### config.mk
export PLATFORM = sky130hd
export DESIGN_NAME = dbg_seg_classifier
export DESIGN_NICKNAME = d
export VERILOG_FILES = /design/src/rtl/dbg_seg_pkg.sv /design/src/rtl/dbg_seg_region_dec.sv /design/src/rtl/dbg_seg_resolve.sv /design/src/rtl/dbg_seg_out_reg.sv /design/src/rtl/dbg_seg_classifier.sv
export SDC_FILE = /design/constraint.sdc
export NUM_CORES = 1
export LEC_CHECK = 0
export BUFFER_PORTS_ARGS = -buffer_cell sky130_fd_sc_hd__buf_2
export CORE_AREA = 4 4 41 43
export CTS_CLUSTER_DIAMETER = 120
export DETAILED_ROUTE_END_ITERATION = 8
export DIE_AREA = 0 0 45 47
export PLACE_DENSITY_LB_ADDON = 0.05
export SYNTH_ARGS = -nofsm -noshare
export SYNTH_HDL_FRONTEND = slang
export SYNTH_SLANG_ARGS = --single-unit
### constraint.sdc
create_clock -name clk_i -period 1 [get_ports clk_i]
set_input_delay 0.15 -clock clk_i [delete_from_list [all_inputs] [get_ports clk_i]]
set_output_delay 0.15 -clock clk_i [all_outputs]
set_load 0.02 [all_outputs]
### src/rtl/dbg_seg_pkg.sv
package dbg_seg_pkg;
  typedef enum logic [2:0] {
    ACC_FETCH     = 3'd0,
    ACC_LOAD      = 3'd1,
    ACC_STORE     = 3'd2,
    ACC_COP_LOAD  = 3'd3,
    ACC_COP_STORE = 3'd4
  } acc_kind_e;

  typedef enum logic [1:0] {
    TGT_DSEG     = 2'b00,
    TGT_UNMAPPED = 2'b01,
    TGT_XLATE    = 2'b10
  } target_e;

  typedef enum logic [1:0] {
    EXC_NONE       = 2'b00,
    EXC_TLB_MISS   = 2'b01,
    EXC_DBG_REENT  = 2'b10,
    EXC_DBG_AFAULT = 2'b11
  } exc_e;

  typedef enum logic [1:0] {
    RGN_MAPPED       = 2'd0,
    RGN_UNM_CACHED   = 2'd1,
    RGN_UNM_UNCACHED = 2'd2
  } rgn_e;

  typedef struct packed {
    target_e  target;
    logic     cacheable;
    exc_e     exc;
  } cls_res_t;

  function automatic logic is_cop(input logic [2:0] kind);
    return (kind == ACC_COP_LOAD) || (kind == ACC_COP_STORE);
  endfunction
endpackage

### src/rtl/dbg_seg_region_dec.sv
module dbg_seg_region_dec
  import dbg_seg_pkg::*;
#(
  parameter int unsigned       ADDR_W    = 32,
  parameter logic [ADDR_W-1:0] UNM_LO    = 32'h8000_0000,
  parameter logic [ADDR_W-1:0] UNM_SPLIT = 32'hA000_0000,
  parameter logic [ADDR_W-1:0] UNM_END   = 32'hC000_0000,
  parameter logic [ADDR_W-1:0] DSEG_LO   = 32'hFF20_0000,
  parameter logic [ADDR_W-1:0] DSEG_HI   = 32'hFF3F_FFFF,
  parameter bit                HAS_DSEG  = 1'b1
) (
  input  logic [ADDR_W-1:0] vaddr_i,
  output rgn_e              rgn_o,
  output logic              in_dseg_rng_o
);
  logic ge_lo, ge_split, ge_end;

  assign ge_lo    = (vaddr_i >= UNM_LO);
  assign ge_split = (vaddr_i >= UNM_SPLIT);
  assign ge_end   = (vaddr_i >= UNM_END);

  always_comb begin
    rgn_o = RGN_MAPPED;
    if (ge_lo && !ge_split)      rgn_o = RGN_UNM_CACHED;
    else if (ge_split && !ge_end) rgn_o = RGN_UNM_UNCACHED;
  end

  generate
    if (HAS_DSEG) begin : g_dseg
      assign in_dseg_rng_o = (vaddr_i >= DSEG_LO) && (vaddr_i <= DSEG_HI);
    end else begin : g_no_dseg
      assign in_dseg_rng_o = 1'b0;
    end
  endgenerate
endmodule

### src/rtl/dbg_seg_resolve.sv
module dbg_seg_resolve
  import dbg_seg_pkg::*;
(
  input  rgn_e        rgn_i,
  input  logic        in_dseg_rng_i,
  input  logic [2:0]  kind_i,
  input  logic        dbg_mode_i,
  input  logic        no_dseg_i,
  input  logic        tlb_hit_i,
  input  logic        tlb_cacheable_i,
  output cls_res_t    res_o
);
  logic dseg_live;

  assign dseg_live = dbg_mode_i && !no_dseg_i && in_dseg_rng_i;

  always_comb begin
    res_o = '{target: TGT_XLATE, cacheable: 1'b0, exc: EXC_NONE};
    if (dseg_live) begin
      res_o.target = TGT_DSEG;
      res_o.exc    = is_cop(kind_i) ? EXC_DBG_AFAULT : EXC_NONE;
    end else begin
      unique case (rgn_i)
        RGN_UNM_CACHED: begin
          res_o.target    = TGT_UNMAPPED;
          res_o.cacheable = 1'b1;
        end
        RGN_UNM_UNCACHED: begin
          res_o.target = TGT_UNMAPPED;
        end
        default: begin
          res_o.target = TGT_XLATE;
          if (tlb_hit_i) begin
            res_o.cacheable = tlb_cacheable_i;
          end else begin
            // translation faults in debug re-enter debug instead of the TLB handler
            res_o.exc = dbg_mode_i ? EXC_DBG_REENT : EXC_TLB_MISS;
          end
        end
      endcase
    end
  end
endmodule

### src/rtl/dbg_seg_out_reg.sv
module dbg_seg_out_reg
  import dbg_seg_pkg::*;
(
  input  logic     clk_i,
  input  logic     rst_ni,
  input  logic     valid_i,
  input  cls_res_t res_i,
  output logic     valid_o,
  output cls_res_t res_o
);
  always_ff @(posedge clk_i or negedge rst_ni) begin
    if (!rst_ni) begin
      valid_o <= 1'b0;
      res_o   <= '{target: TGT_DSEG, cacheable: 1'b0, exc: EXC_NONE};
    end else begin
      valid_o <= valid_i;
      if (valid_i) res_o <= res_i;
    end
  end
endmodule

### src/rtl/dbg_seg_classifier.sv
module dbg_seg_classifier
  import dbg_seg_pkg::*;
#(
  parameter int unsigned       ADDR_W    = 32,
  parameter logic [ADDR_W-1:0] UNM_LO    = 32'h8000_0000,
  parameter logic [ADDR_W-1:0] UNM_SPLIT = 32'hA000_0000,
  parameter logic [ADDR_W-1:0] UNM_END   = 32'hC000_0000,
  parameter logic [ADDR_W-1:0] DSEG_LO   = 32'hFF20_0000,
  parameter logic [ADDR_W-1:0] DSEG_HI   = 32'hFF3F_FFFF,
  parameter bit                HAS_DSEG  = 1'b1
) (
  input  logic              clk_i,
  input  logic              rst_ni,
  input  logic              req_valid_i,
  input  logic [ADDR_W-1:0] vaddr_i,
  input  logic [2:0]        kind_i,
  input  logic              dbg_mode_i,
  input  logic              no_dseg_i,
  input  logic              tlb_hit_i,
  input  logic              tlb_cacheable_i,
  output logic              rsp_valid_o,
  output logic [1:0]        target_o,
  output logic              cacheable_o,
  output logic [1:0]        exc_o
);
  rgn_e     rgn;
  logic     in_rng;
  cls_res_t res_d, res_q;

  dbg_seg_region_dec #(
    .ADDR_W(ADDR_W), .UNM_LO(UNM_LO), .UNM_SPLIT(UNM_SPLIT), .UNM_END(UNM_END),
    .DSEG_LO(DSEG_LO), .DSEG_HI(DSEG_HI), .HAS_DSEG(HAS_DSEG)
  ) u_dec (
    .vaddr_i       (vaddr_i),
    .rgn_o         (rgn),
    .in_dseg_rng_o (in_rng)
  );

  dbg_seg_resolve u_res (
    .rgn_i           (rgn),
    .in_dseg_rng_i   (in_rng),
    .kind_i          (kind_i),
    .dbg_mode_i      (dbg_mode_i),
    .no_dseg_i       (no_dseg_i),
    .tlb_hit_i       (tlb_hit_i),
    .tlb_cacheable_i (tlb_cacheable_i),
    .res_o           (res_d)
  );

  dbg_seg_out_reg u_reg (
    .clk_i   (clk_i),
    .rst_ni  (rst_ni),
    .valid_i (req_valid_i),
    .res_i   (res_d),
    .valid_o (rsp_valid_o),
    .res_o   (res_q)
  );

  assign target_o    = res_q.target;
  assign cacheable_o = res_q.cacheable;
  assign exc_o       = res_q.exc;
endmodule

=== Word level (Yosys, flattened, before mapping) ===
Index checks and enable logic that the tools add are counted.

* Magnitude comparators: 5
* Equal/unequal tests: 4
* Reduce and logical (&&, ||, !) cells: 10
* Multiplexer cells: 12

{| class="wikitable"
|+ Operators with widths
! cell !! number
|-
| $ge 32x32->1 const B || 4
|-
| $le 32x32->1 const B || 1
|-
| $mux 2 || 9
|-
| $logic_and 1x1->1 || 5
|-
| $eq 3x2->1 const B || 1
|-
| $eq 3x3->1 const B || 1
|-
| $logic_not 1->1 || 3
|-
| $eq 2x1->1 const B || 1
|-
| $eq 2x2->1 const B || 1
|-
| $mux 1 || 2
|-
| $pmux 1 s2 || 1
|-
| $reduce_or 2->1 || 1
|-
| $logic_or 1x1->1 || 1
|}

* Output and inout bits: 6
* Word-level logic and storage cells: 35
* Input bits: 42
* Register bits: 6

=== Longest topological paths before layout ===
Gate-level depths: netlist (run 1).

* Depth in word-level cells: 9
* Depth in mapped cells: 4
* Depth with buffers taken out: 4

=== Hierarchy ===
From an unflattened synthesis (run 1), not the netlist that was laid out.

* Cell total of the unflattened synthesis: 33
* Area, all modules: 365.4 um^2

{| class="wikitable"
|+ Modules (own cells, without submodules)
! module !! cells an instance !! area each (um^2) !! instances
|-
| dbg_seg_out_reg || 11 || 206.4 || 1
|-
| dbg_seg_resolve || 15 || 111.4 || 1
|-
| dbg_seg_region_dec || 7 || 47.5 || 1
|}

=== Worst setup path before layout (run 1) ===
Ideal clock, no wire load.

* Path type: input -> register
* From: input port vaddr_i[22]
* To: register u_reg.res_o[4] (netlist name)
* Arrival time: 981 ps
* Stages on the path: 4
* Setup slack: -105 ps
* Setup time: 125 ps
* Cell sequence: nand4bb_4 -> nor4_4 -> nor2_1 -> mux2_2

* Longest elaborated chain between the ends: 9
* Elaborated cells on any way between the ends: 18
* Those cells by class: order compare (5); eq/ne (2); mux (4); reduce/logical (7)

{| class="wikitable"
|+ Ends and longest elaborated chain
! what !! line !! RTL
|-
| start, declared || dbg_seg_classifier.sv:15 || <nowiki>input logic [ADDR_W-1:0] vaddr_i,</nowiki>
|-
| $ge 32x32->1 || dbg_seg_region_dec.sv:20 || <nowiki>assign ge_end = (vaddr_i >= UNM_END);</nowiki>
|-
| $logic_not 1->1 || dbg_seg_region_dec.sv:25 || <nowiki>else if (ge_split && !ge_end) rgn_o = RGN_UNM_UNCACHED;</nowiki>
|-
| $logic_and 1x1->1 || dbg_seg_region_dec.sv:25 ||
|-
| $mux 2 || dbg_seg_region_dec.sv:25 ||
|-
| $mux 2 || dbg_seg_region_dec.sv:24 || <nowiki>if (ge_lo && !ge_split) rgn_o = RGN_UNM_CACHED;</nowiki>
|-
| $eq 2x1->1 / $eq 2x2->1 (equally long branches) || dbg_seg_resolve.sv:23 || <nowiki>unique case (rgn_i)</nowiki>
|-
| $reduce_or 2->1 (no line) || n/a ||
|-
| $mux 2 || dbg_seg_resolve.sv:23 ||
|-
| $mux 2 * || dbg_seg_resolve.sv:19 || <nowiki>if (dseg_live) begin</nowiki>
|-
| end signal, assigned || dbg_seg_out_reg.sv:14 || <nowiki>res_o <= '{target: TGT_DSEG, cacheable: 1'b0, exc: EXC_NONE};</nowiki>
|-
| end signal, assigned || dbg_seg_out_reg.sv:17 || <nowiki>if (valid_i) res_o <= res_i;</nowiki>
|-
| end, declared || dbg_seg_out_reg.sv:9 || <nowiki>output cls_res_t res_o</nowiki>
|}

Mark *: on every way between the ends. The rest lies on a longest branch, timed or not.
A chain may end at the register's enable or synchronous reset.

=== Worst setup path after layout (run 1) ===
* From: input port vaddr_i[23]
* To: register u_reg.res_o[4] (netlist name)

The elaborated chain is that of the path after synthesis.

==> impl_metrics.yaml, run 1 <==
logic_synthesis:
  synth_area_per_cell_um2: 11.2
  synthesis.area_um2: 347
  top_ff_cell_synth: "sky130_fd_sc_hd__dfrtp_1"
  synth_sequential_area_ratio: 0.433
  synth.lib_cells_used.distinct: 19
  synth_edf_count: 0
  synth_fp_nets: 73
  ys.warnings.count: 0
  synthArstFlopShare: 1.00
  syn-instance-count: 31
  synth.ff_latch_count: 6
min_path:
  min_delay_worst_endpoint: "u_reg.valid_o"
  hp-start: "req_valid_i"
  hold-path-cell-count: 1
  hold_class: "input pin to register"
global_route:
  largest_net_degree_at_the_start_of_global_routing: 10
  gr-usage-all-layers: 0.104
  number_of_antenna_violations_at_the_first_check_in_global_routing: 0
  wire_length_of_the_first_global_routing_pass_um: 1520
  via_count_of_the_first_global_routing_pass: 377
  grt_overflow_total: 0
setup_path:
  reg2regPathDepth: 1
  cp_data_required_time_ps: 1120
  r2r_start: "u_reg.res_o[4]"
  startpoint_type: "input pin"
  worstReg2RegEnd: "u_reg.res_o[4]"
  setup.worst_path.class: "input pin to register"
  critical_path.endpoint_type: "register"
  peak_fanout_along_the_critical_path: 4
  reg2reg_setup_slack_ps: 250
  cp_data_arrival_time_ps: 1110
timing:
  timing.final.crit_period_ps: 985
  fin_skew_ps: 0
  final_min_period_over_clock_period: 0.985
  achievable-frequency_mhz: 1020
  final_slew_violations: 0
  grt_setup_unrepaired: "yes"
  timing.max_slew.rel_slack: 0.817
  timing.final.hold_violations: 0
  worst-slew-pin-transition_ps: 273
  final-setup-viol-count: 0
  whs_ps: 129
  tns_ps: 0
  setup_ws_ps: 15.1
floorplan:
  rows: 13
  num_io_pins: 48
  dieArea_um2: 2120
  horiz_die_dim_um: 45
  initial_core_util: 0.266
  die-height_um: 47
  core-area_um2: 1300
cells_and_area:
  antenna_fix_cells: 0
  fin_nets: 107
  area_delta_synth_final_pct: 60.7
  finish.utilization: 0.428
  final_cells: 78
  final_design_area_no_fill_um2: 557
  share_of_final_layout_standard_cells_stronger_than_drive_strength_1: 0.603
pwr:
  power.density_nw_per_um2: 1180
  design_power_total_mw: 0.657
  power.static_leakage_nw: 0.286
  worst_ir_drop_vdd_uv: 299
clock_network:
  clock_tree.htree_level_count: 1
  clk_path_buf_depth: 2
  clkTransAtPathRegs_ps: 40
  tritoncts: "built"
  clk_latency_ps: 240
  clkSinkCount: 6
  tritoncts.num_buffers: 3
  cts_post_setup_buffers_inserted: 0
  cts_root_buffer: "sky130_fd_sc_hd__clkbuf_4"
detailed_routing:
  post_route_wl_um: 831
  post-route-drc-count: 0
  dr_wl_met3_um: 109
  drtIter0Drc: 1
  m1WireLength_um: 340
  detail_route.wl_per_cell_um: 10.7
  dr_wl_met2_um: 338
  final_antenna_net_count: 0
  detailroute.via_count: 345
  routed.top_layer: "met4"
  drt_first_pass_iters: 2
  post_drt_via_cell_ratio: 4.42
status:
  result_of_the_run: "finished clean"
placement:
  place_area_um2: 514
  final_estimated_routing_congestion_in_global_placement: 0.660
  buffer_ports.inserted: 26
  place_worst_setup_slack_ps: -273
  dp.cells: 74
run:
  max_cap_viol_count: 0
[power by group]
group / switching [mW] / total [mW] / internal [mW] / leakage [nW]
logic: 0.0824 / 0.168 / 0.0857 / 0.200
clock network: 0.0788 / 0.214 / 0.135 / 0.0138
registers: 0.00994 / 0.275 / 0.265 / 0.0718
total: 0.171 / 0.657 / 0.486 / 0.286
[timing repair]
action | 4_1_cts | 5_1_grt
setup endpoints to repair | 1 | 3
gates resized for setup | 2 | 0
hold buffers | 1 | 0
endpoints found under the hold margin | 6 | 0
pin swaps | 3 | 1
[worst max-delay path by stage]
stage	slack, ps	start	depth (start not counted)	endpoint
global placement	-250	vaddr_i[22]	5	u_reg.res_o[4]
finish	20	vaddr_i[23]	5	u_reg.res_o[4]
CTS	-9	vaddr_i[23]	5	u_reg.res_o[4]
global route	-40	vaddr_i[23]	5	u_reg.res_o[4]
detailed placement	-270	vaddr_i[22]	5	u_reg.res_o[4]
floorplan	-100	vaddr_i[22]	4	u_reg.res_o[4]
[cell type report]
cell class	count	area [um2]
timing repair buffer	30	169
tap	15	18.8
inverter	1	3.75
fill	136	744
multi-input combinational	23	193
clock buffer	3	22.5
sequential	6	150
[routing by layer]
metal  up-vias  global-route usage
met3         4              0.0115
met5         -                   0
met1       140               0.126
met4         0               0.140
met2        24               0.138
li1        177                   -
[logic make-up (layout without fill, tap and decap cells)]
| family | count (synthesis) | after routing | synth area share |
|---|---|---|---|
| AOI/OAI and AO/OA | 4 | 4 | 0.0686 |
| buffers and inverters | 2 | 34 | 0.0216 |
| DFF | 6 | 6 | 0.433 |
| muxes | 3 | 3 | 0.0939 |
| and+or+nand+nor | 16 | 16 | 0.383 |
[flip-flops by register name (all words and copies together), names as in the netlist]
register	count
u_reg.res_o	5
u_reg.valid_o	1
[cells in the final DEF, fill, tap and decap left out]
master                          count
sky130_fd_sc_hd__nor2_1             4
sky130_fd_sc_hd__or3_1              1
sky130_fd_sc_hd__mux2_4             1
sky130_fd_sc_hd__o21ai_1            1
sky130_fd_sc_hd__buf_4              3
sky130_fd_sc_hd__nand4b_2           1
sky130_fd_sc_hd__inv_1              1
sky130_fd_sc_hd__nor4_4             1
sky130_fd_sc_hd__clkbuf_4           3
sky130_fd_sc_hd__and2b_1            1
sky130_fd_sc_hd__nand2_2            1
sky130_fd_sc_hd__o22ai_1            1
sky130_fd_sc_hd__buf_2             25
sky130_fd_sc_hd__buf_6              1
sky130_fd_sc_hd__mux2i_1            1
sky130_fd_sc_hd__dfrtp_1            6
sky130_fd_sc_hd__a31oi_1            2
sky130_fd_sc_hd__or4b_1             1
sky130_fd_sc_hd__nand4bb_4          1
sky130_fd_sc_hd__dlygate4sd3_1      1
sky130_fd_sc_hd__mux2_2             1
sky130_fd_sc_hd__nor3b_1            1
sky130_fd_sc_hd__nand2_1            3
sky130_fd_sc_hd__nand3_1            1
[critical path: stages]
cell and delay (ps):
sky130_fd_sc_hd__buf_6 90, sky130_fd_sc_hd__nand4bb_4 220, sky130_fd_sc_hd__nor4_4 330, sky130_fd_sc_hd__nor2_1 70, sky130_fd_sc_hd__mux2_4 260
[cells in the mapped netlist, drive strengths merged, types with 2 or more instances]
cell | instances | area [um2]
mux2 | 2 | 22.5
nor2 | 4 | 15.0
dfrtp | 6 | 150
a31oi | 2 | 12.5
nand2 | 4 | 17.5
(Power assumes the default switching activity.)
==> run 2, diff against run 1 <==
==> constraint.sdc (replaced) <==
create_clock -name clk_i -period 1.1 [get_ports clk_i]
set_input_delay 0.165 -clock clk_i [delete_from_list [all_inputs] [get_ports clk_i]]
set_output_delay 0.165 -clock clk_i [all_outputs]
set_load 0.02 [all_outputs]
==> impl_metrics.yaml, run 2 (synthesized netlist as in run 1, its figures left out) <==
status:
  result_of_the_run: "finished clean"
placement:
  place_area_um2: 514
  buffer_ports.inserted: 26
  final_estimated_routing_congestion_in_global_placement: 0.643
detailed_routing:
  routed.top_layer: "met4"
  drtIter0Drc: 6
  final_antenna_net_count: 0
  detail_route.wl_per_cell_um: 10.0
  dr_wl_met2_um: 341
  detailroute.via_count: 360
  m1WireLength_um: 303
  dr_wl_met3_um: 123
  post_route_wl_um: 781
  drt_first_pass_iters: 2
  post_drt_via_cell_ratio: 4.62
  post-route-drc-count: 0
setup_path:
  peak_fanout_along_the_critical_path: 4
  critical_path.endpoint_type: "register"
  startpoint_type: "input pin"
  cp_data_arrival_time_ps: 1160
  setup.worst_path.class: "input pin to register"
  reg2reg_setup_slack_ps: 350
  worstReg2RegEnd: "u_reg.res_o[4]"
  crit_chain: "buf_6 -> nand4bb_4 -> nor4_4 -> nor2_1 -> mux2_4"
  critical-path-max-stage-delay_ps: 360
  cp_data_required_time_ps: 1230
  reg2regPathDepth: 1
  critical-path-slowest-cell: "sky130_fd_sc_hd__nor4_4"
  r2r_start: "u_reg.res_o[4]"
floorplan:
  die-height_um: 47
  core-area_um2: 1300
  num_io_pins: 48
  horiz_die_dim_um: 45
  initial_core_util: 0.266
  dieArea_um2: 2120
  rows: 13
timing:
  final_min_period_over_clock_period: 0.937
  fin_skew_ps: 0
  final_slew_violations: 0
  final-setup-viol-count: 0
  tns_ps: 0
  timing.max_slew.rel_slack: 0.805
  worst-slew-pin-transition_ps: 291
  achievable-frequency_mhz: 970
  timing.final.hold_violations: 0
  whs_ps: 140
  timing.final.crit_period_ps: 1030
  grt_setup_unrepaired: "yes"
global_route:
  wire_length_of_the_first_global_routing_pass_um: 1260
  grt_overflow_total: 0
  gr-usage-all-layers: 0.0820
  largest_net_degree_at_the_start_of_global_routing: 10
  via_count_of_the_first_global_routing_pass: 335
  number_of_antenna_violations_at_the_first_check_in_global_routing: 0
clock_network:
  clkSinkCount: 6
  clk_path_buf_depth: 2
  clkTransAtPathRegs_ps: 40
  cts_post_setup_buffers_inserted: 0
  cts_root_buffer: "sky130_fd_sc_hd__clkbuf_4"
  tritoncts: "built"
  clock_tree.htree_level_count: 1
  clk_latency_ps: 240
  tritoncts.num_buffers: 3
cells_and_area:
  commonest_non_fill_non_tap_cell_in_the_layout: "sky130_fd_sc_hd__buf_2"
  final_design_area_no_fill_um2: 557
  share_of_final_layout_standard_cells_stronger_than_drive_strength_1: 0.603
  max_reg_flops: 5
  regMostFlops: "u_reg.res_o"
  most-common-layout-cells: "sky130_fd_sc_hd__buf_2 (25), sky130_fd_sc_hd__dfrtp_1 (6), sky130_fd_sc_hd__nor2_1 (4)"
  antenna_fix_cells: 0
  fin_nets: 107
  top_regs: "u_reg.res_o x5, u_reg.valid_o x1"
  area_delta_synth_final_pct: 60.7
  finish.utilization: 0.428
pwr:
  clock_power_share: 0.331
  p_int_mw: 0.442
  power.static_leakage_nw: 0.286
  p_switching_mw: 0.158
  power.density_nw_per_um2: 1080
  design_power_total_mw: 0.599
  worst_ir_drop_vdd_uv: 296
  power.combinational.fraction: 0.252
  sequentialPowerShare: 0.417
  switching_share: 0.263
min_path:
  hold_class: "input pin to register"
  min_delay_worst_endpoint: "u_reg.valid_o"
  hp-start: "req_valid_i"
  hold-path-cell-count: 1
run:
  max_cap_viol_count: 0
## run 2: cell counts in the layout (fill, tap and decap cells not counted)
Identical to the previous run, type by type.
## run 2: per-stage QoR
step	std cells	setup WS, ps
4_1_cts	78	63.9
3_5_place_dp	74	-195
5_1_grt	78	-16.7
3_3_place_gp	74	-194
2_1_floorplan	31	-20.3
6_report	78	69.2
## run 2: critical path, delay by kind of cell
family	cells	cell delay (ps)
simple gates	3	650
mux	1	260
buf+inv	1	90
## run 2: layout make-up
class                      instances  area, um2
fill                             140        744
tap                               15       18.8
timing repair buffer              30        169
clock buffer                       3       22.5
sequential                         6        150
inverter                           1       3.75
multi-input combinational         23        193
## run 2: layer usage
layer	global-route usage	vias to the layer above
met1	0.0930	156
met3	0.0268	2
met2	0.133	23
li1	-	179
met5	0	-
met4	0.0526	0
## run 2: power groups by stage
stage	Sequential (mW)	Clock (mW)	Combinational [mW]
floorplan	0.277	0	0.0442
global placement	0.251	0	0.144
detailed placement	0.253	0	0.146
CTS	0.250	0.209	0.149
global route	0.252	0.216	0.165
finish	0.250	0.199	0.151
## run 2: timing repair
action | 4_1_cts | 5_1_grt
gates resized for setup | 0 | 2
endpoints found under the setup margin | 0 | 1
endpoints found under the hold margin | 6 | 0
hold buffers | 1 | 0
## run 2: worst max-delay path by stage
stage           startpoint              to  slack [ps]  cells past startpoint
6_report       vaddr_i[23]  u_reg.res_o[4]          70                      5
5_1_grt        vaddr_i[23]  u_reg.res_o[4]         -20                      5
4_1_cts        vaddr_i[22]  u_reg.res_o[4]          60                      5
3_5_place_dp   vaddr_i[22]  u_reg.res_o[4]        -190                      5
3_3_place_gp   vaddr_i[22]  u_reg.res_o[4]        -190                      5
2_1_floorplan  vaddr_i[22]  u_reg.res_o[4]         -20                      4
==> run 3, diff against run 2 <==
--- a/config.mk
+++ b/config.mk
@@ -7,6 +7,7 @@
 export LEC_CHECK = 0
 export BUFFER_PORTS_ARGS = -buffer_cell sky130_fd_sc_hd__buf_2
 export CORE_AREA = 4 4 41 43
+export CTS_BUF_LIST = sky130_fd_sc_hd__clkbuf_8 sky130_fd_sc_hd__clkbuf_16
 export CTS_CLUSTER_DIAMETER = 120
 export DETAILED_ROUTE_END_ITERATION = 8
 export DIE_AREA = 0 0 45 47
==> constraint.sdc (replaced) <==
create_clock -name clk_i -period 1.3 [get_ports clk_i]
set_input_delay 0.195 -clock clk_i [delete_from_list [all_inputs] [get_ports clk_i]]
set_output_delay 0.195 -clock clk_i [all_outputs]
set_load 0.02 [all_outputs]
==> impl_metrics.yaml, run 3 (synthesized netlist as in run 1, its figures left out) <==
detailed_routing:
  post_drt_via_cell_ratio: 4.55
  drtIter0Drc: 3
  drt_first_pass_iters: 2
  final_antenna_net_count: 0
  detailroute.via_count: 346
  detail_route.wl_per_cell_um: 10.2
  post_route_wl_um: 778
  post-route-drc-count: 0
setup_path:
  critPathBufInv: 1
  worstSetupEndpoint: "u_reg.res_o[4]"
  reg2regPathDepth: 1
  cp_data_required_time_ps: 1400
  critical-path-max-stage-delay_ps: 330
  critPathTopFamily: "simple AND/OR/NAND/NOR gates"
  worstReg2RegEnd: "u_reg.res_o[3]"
  reg2reg_setup_slack_ps: 560
  peak_fanout_along_the_critical_path: 4
  critical_path.endpoint_type: "register"
  startpoint_type: "input pin"
  cp-startpoint: "vaddr_i[22]"
  crit_cells: 5
  setup.worst_path.class: "input pin to register"
  r2r_start: "u_reg.res_o[3]"
  critical-path-slowest-cell: "sky130_fd_sc_hd__nor4_4"
  cp_data_arrival_time_ps: 1180
  crit_chain: "buf_2 -> nand4bb_4 -> nor4_4 -> nor2_1 -> mux2_2"
global_route:
  grt_overflow_total: 0
  number_of_antenna_violations_at_the_first_check_in_global_routing: 0
  gr-usage-all-layers: 0.0874
  wire_length_of_the_first_global_routing_pass_um: 1260
  largest_net_degree_at_the_start_of_global_routing: 10
  via_count_of_the_first_global_routing_pass: 333
cells_and_area:
  area_delta_synth_final_pct: 58.8
  num-fill-cells: 135
  most-common-layout-cells: "sky130_fd_sc_hd__buf_2 (26), sky130_fd_sc_hd__dfrtp_1 (6), sky130_fd_sc_hd__nor2_1 (4), sky130_fd_sc_hd__nand2_1 (3), sky130_fd_sc_hd__clkbuf_8 (3)"
  final_design_area_no_fill_um2: 551
  regMostFlops: "u_reg.res_o"
  share_of_final_layout_standard_cells_stronger_than_drive_strength_1: 0.590
  commonest_non_fill_non_tap_cell_in_the_layout: "sky130_fd_sc_hd__buf_2"
  fin_nets: 105
  finish.utilization: 0.423
  max_reg_flops: 5
  top_regs: "u_reg.res_o x5, u_reg.valid_o x1"
  antenna_fix_cells: 0
clock_network:
  cts_root_buffer: "sky130_fd_sc_hd__clkbuf_8"
  clk_latency_ps: 220
  tritoncts.num_buffers: 3
  clk_path_buf_depth: 2
  cts_post_setup_buffers_inserted: 0
  clkSinkCount: 6
  tritoncts: "built"
  clkTransAtPathRegs_ps: 30
  post_cts_hold_buffer_count: 1
  clock_tree.htree_level_count: 1
  resized_after_cts: 0
timing:
  achievable-frequency_mhz: 920
  final_min_period_over_clock_period: 0.836
  timing.max_slew.rel_slack: 0.817
  final-setup-viol-count: 0
  final_slew_violations: 0
  timing.final.crit_period_ps: 1090
  worst-slew-pin-transition_ps: 273
  timing.final.hold_violations: 0
  grt_setup_unrepaired: "no"
  fin_skew_ps: 0
floorplan:
  horiz_die_dim_um: 45
  initial_core_util: 0.266
  num_io_pins: 48
  dieArea_um2: 2120
  die-height_um: 47
  core-area_um2: 1300
  rows: 13
pwr:
  power.static_leakage_nw: 0.277
  worst_ir_drop_vdd_uv: 270
  power.density_nw_per_um2: 1090
placement:
  dp_hpwl_um: 692
  place_area_um2: 499
  final_estimated_routing_congestion_in_global_placement: 0.652
  buffer_ports.inserted: 26
run:
  max_cap_viol_count: 0
min_path:
  hold_class: "input pin to register"
  hold-path-cell-count: 1
status:
  result_of_the_run: "finished clean"
==> run 3: layer usage <==
layer	GRT usage	wire length (um)	share of wire
met5	0	0	0
met3	0.0383	121	0.16
met1	0.0949	318	0.41
met2	0.133	333	0.43
met4	0.0702	4	0.0051
==> run 3: where the power goes <==
| group | total [mW] | leakage [nW] | internal [mW] | switching (mW) |
|---|---|---|---|---|
| sequential | 0.211 | 0.0718 | 0.204 | 0.00726 |
| clock | 0.267 | 0.0216 | 0.198 | 0.0693 |
| combinational | 0.120 | 0.184 | 0.0587 | 0.0616 |
| total | 0.599 | 0.277 | 0.461 | 0.138 |
==> run 3: metrics by stage <==
step / total power, mW / hold slack [ps] / cells / worst slack (ps) / TNS, ps
after CTS: 0.611 / 194 / 76 / 191 / 0
after global placement: 0.330 / 16.9 / 72 / -25.5 / -25.5
after floorplan: 0.272 / -101 / 31 / 150 / 0
after global routing: 0.632 / 197 / 76 / 90.4 / 0
final: 0.599 / 198 / 76 / 213 / 0
after detailed placement: 0.334 / 23.4 / 72 / -39.8 / -39.8
==> run 3: cell type report <==
class	count	area, um2	area share
Clock buffer	3	41.3	0.0750
Tap cell	15	18.8	0.0341
Sequential cell	6	150	0.273
Inverter	1	3.75	0.00682
Multi-Input combinational cell	23	189	0.343
Timing Repair Buffer	28	148	0.268
==> run 3: how the worst min path moves through the flow <==
| stage | startpoint | slack [ps] | end |
|---|---|---|---|
| 6_report | req_valid_i | 200 | u_reg.valid_o |
| 5_1_grt | req_valid_i | 200 | u_reg.valid_o |
| 3_3_place_gp | rst_ni | 20 | u_reg.valid_o |
| 2_1_floorplan | rst_ni | -100 | u_reg.res_o[0] |
| 3_5_place_dp | rst_ni | 20 | u_reg.valid_o |
| 4_1_cts | req_valid_i | 190 | u_reg.valid_o |
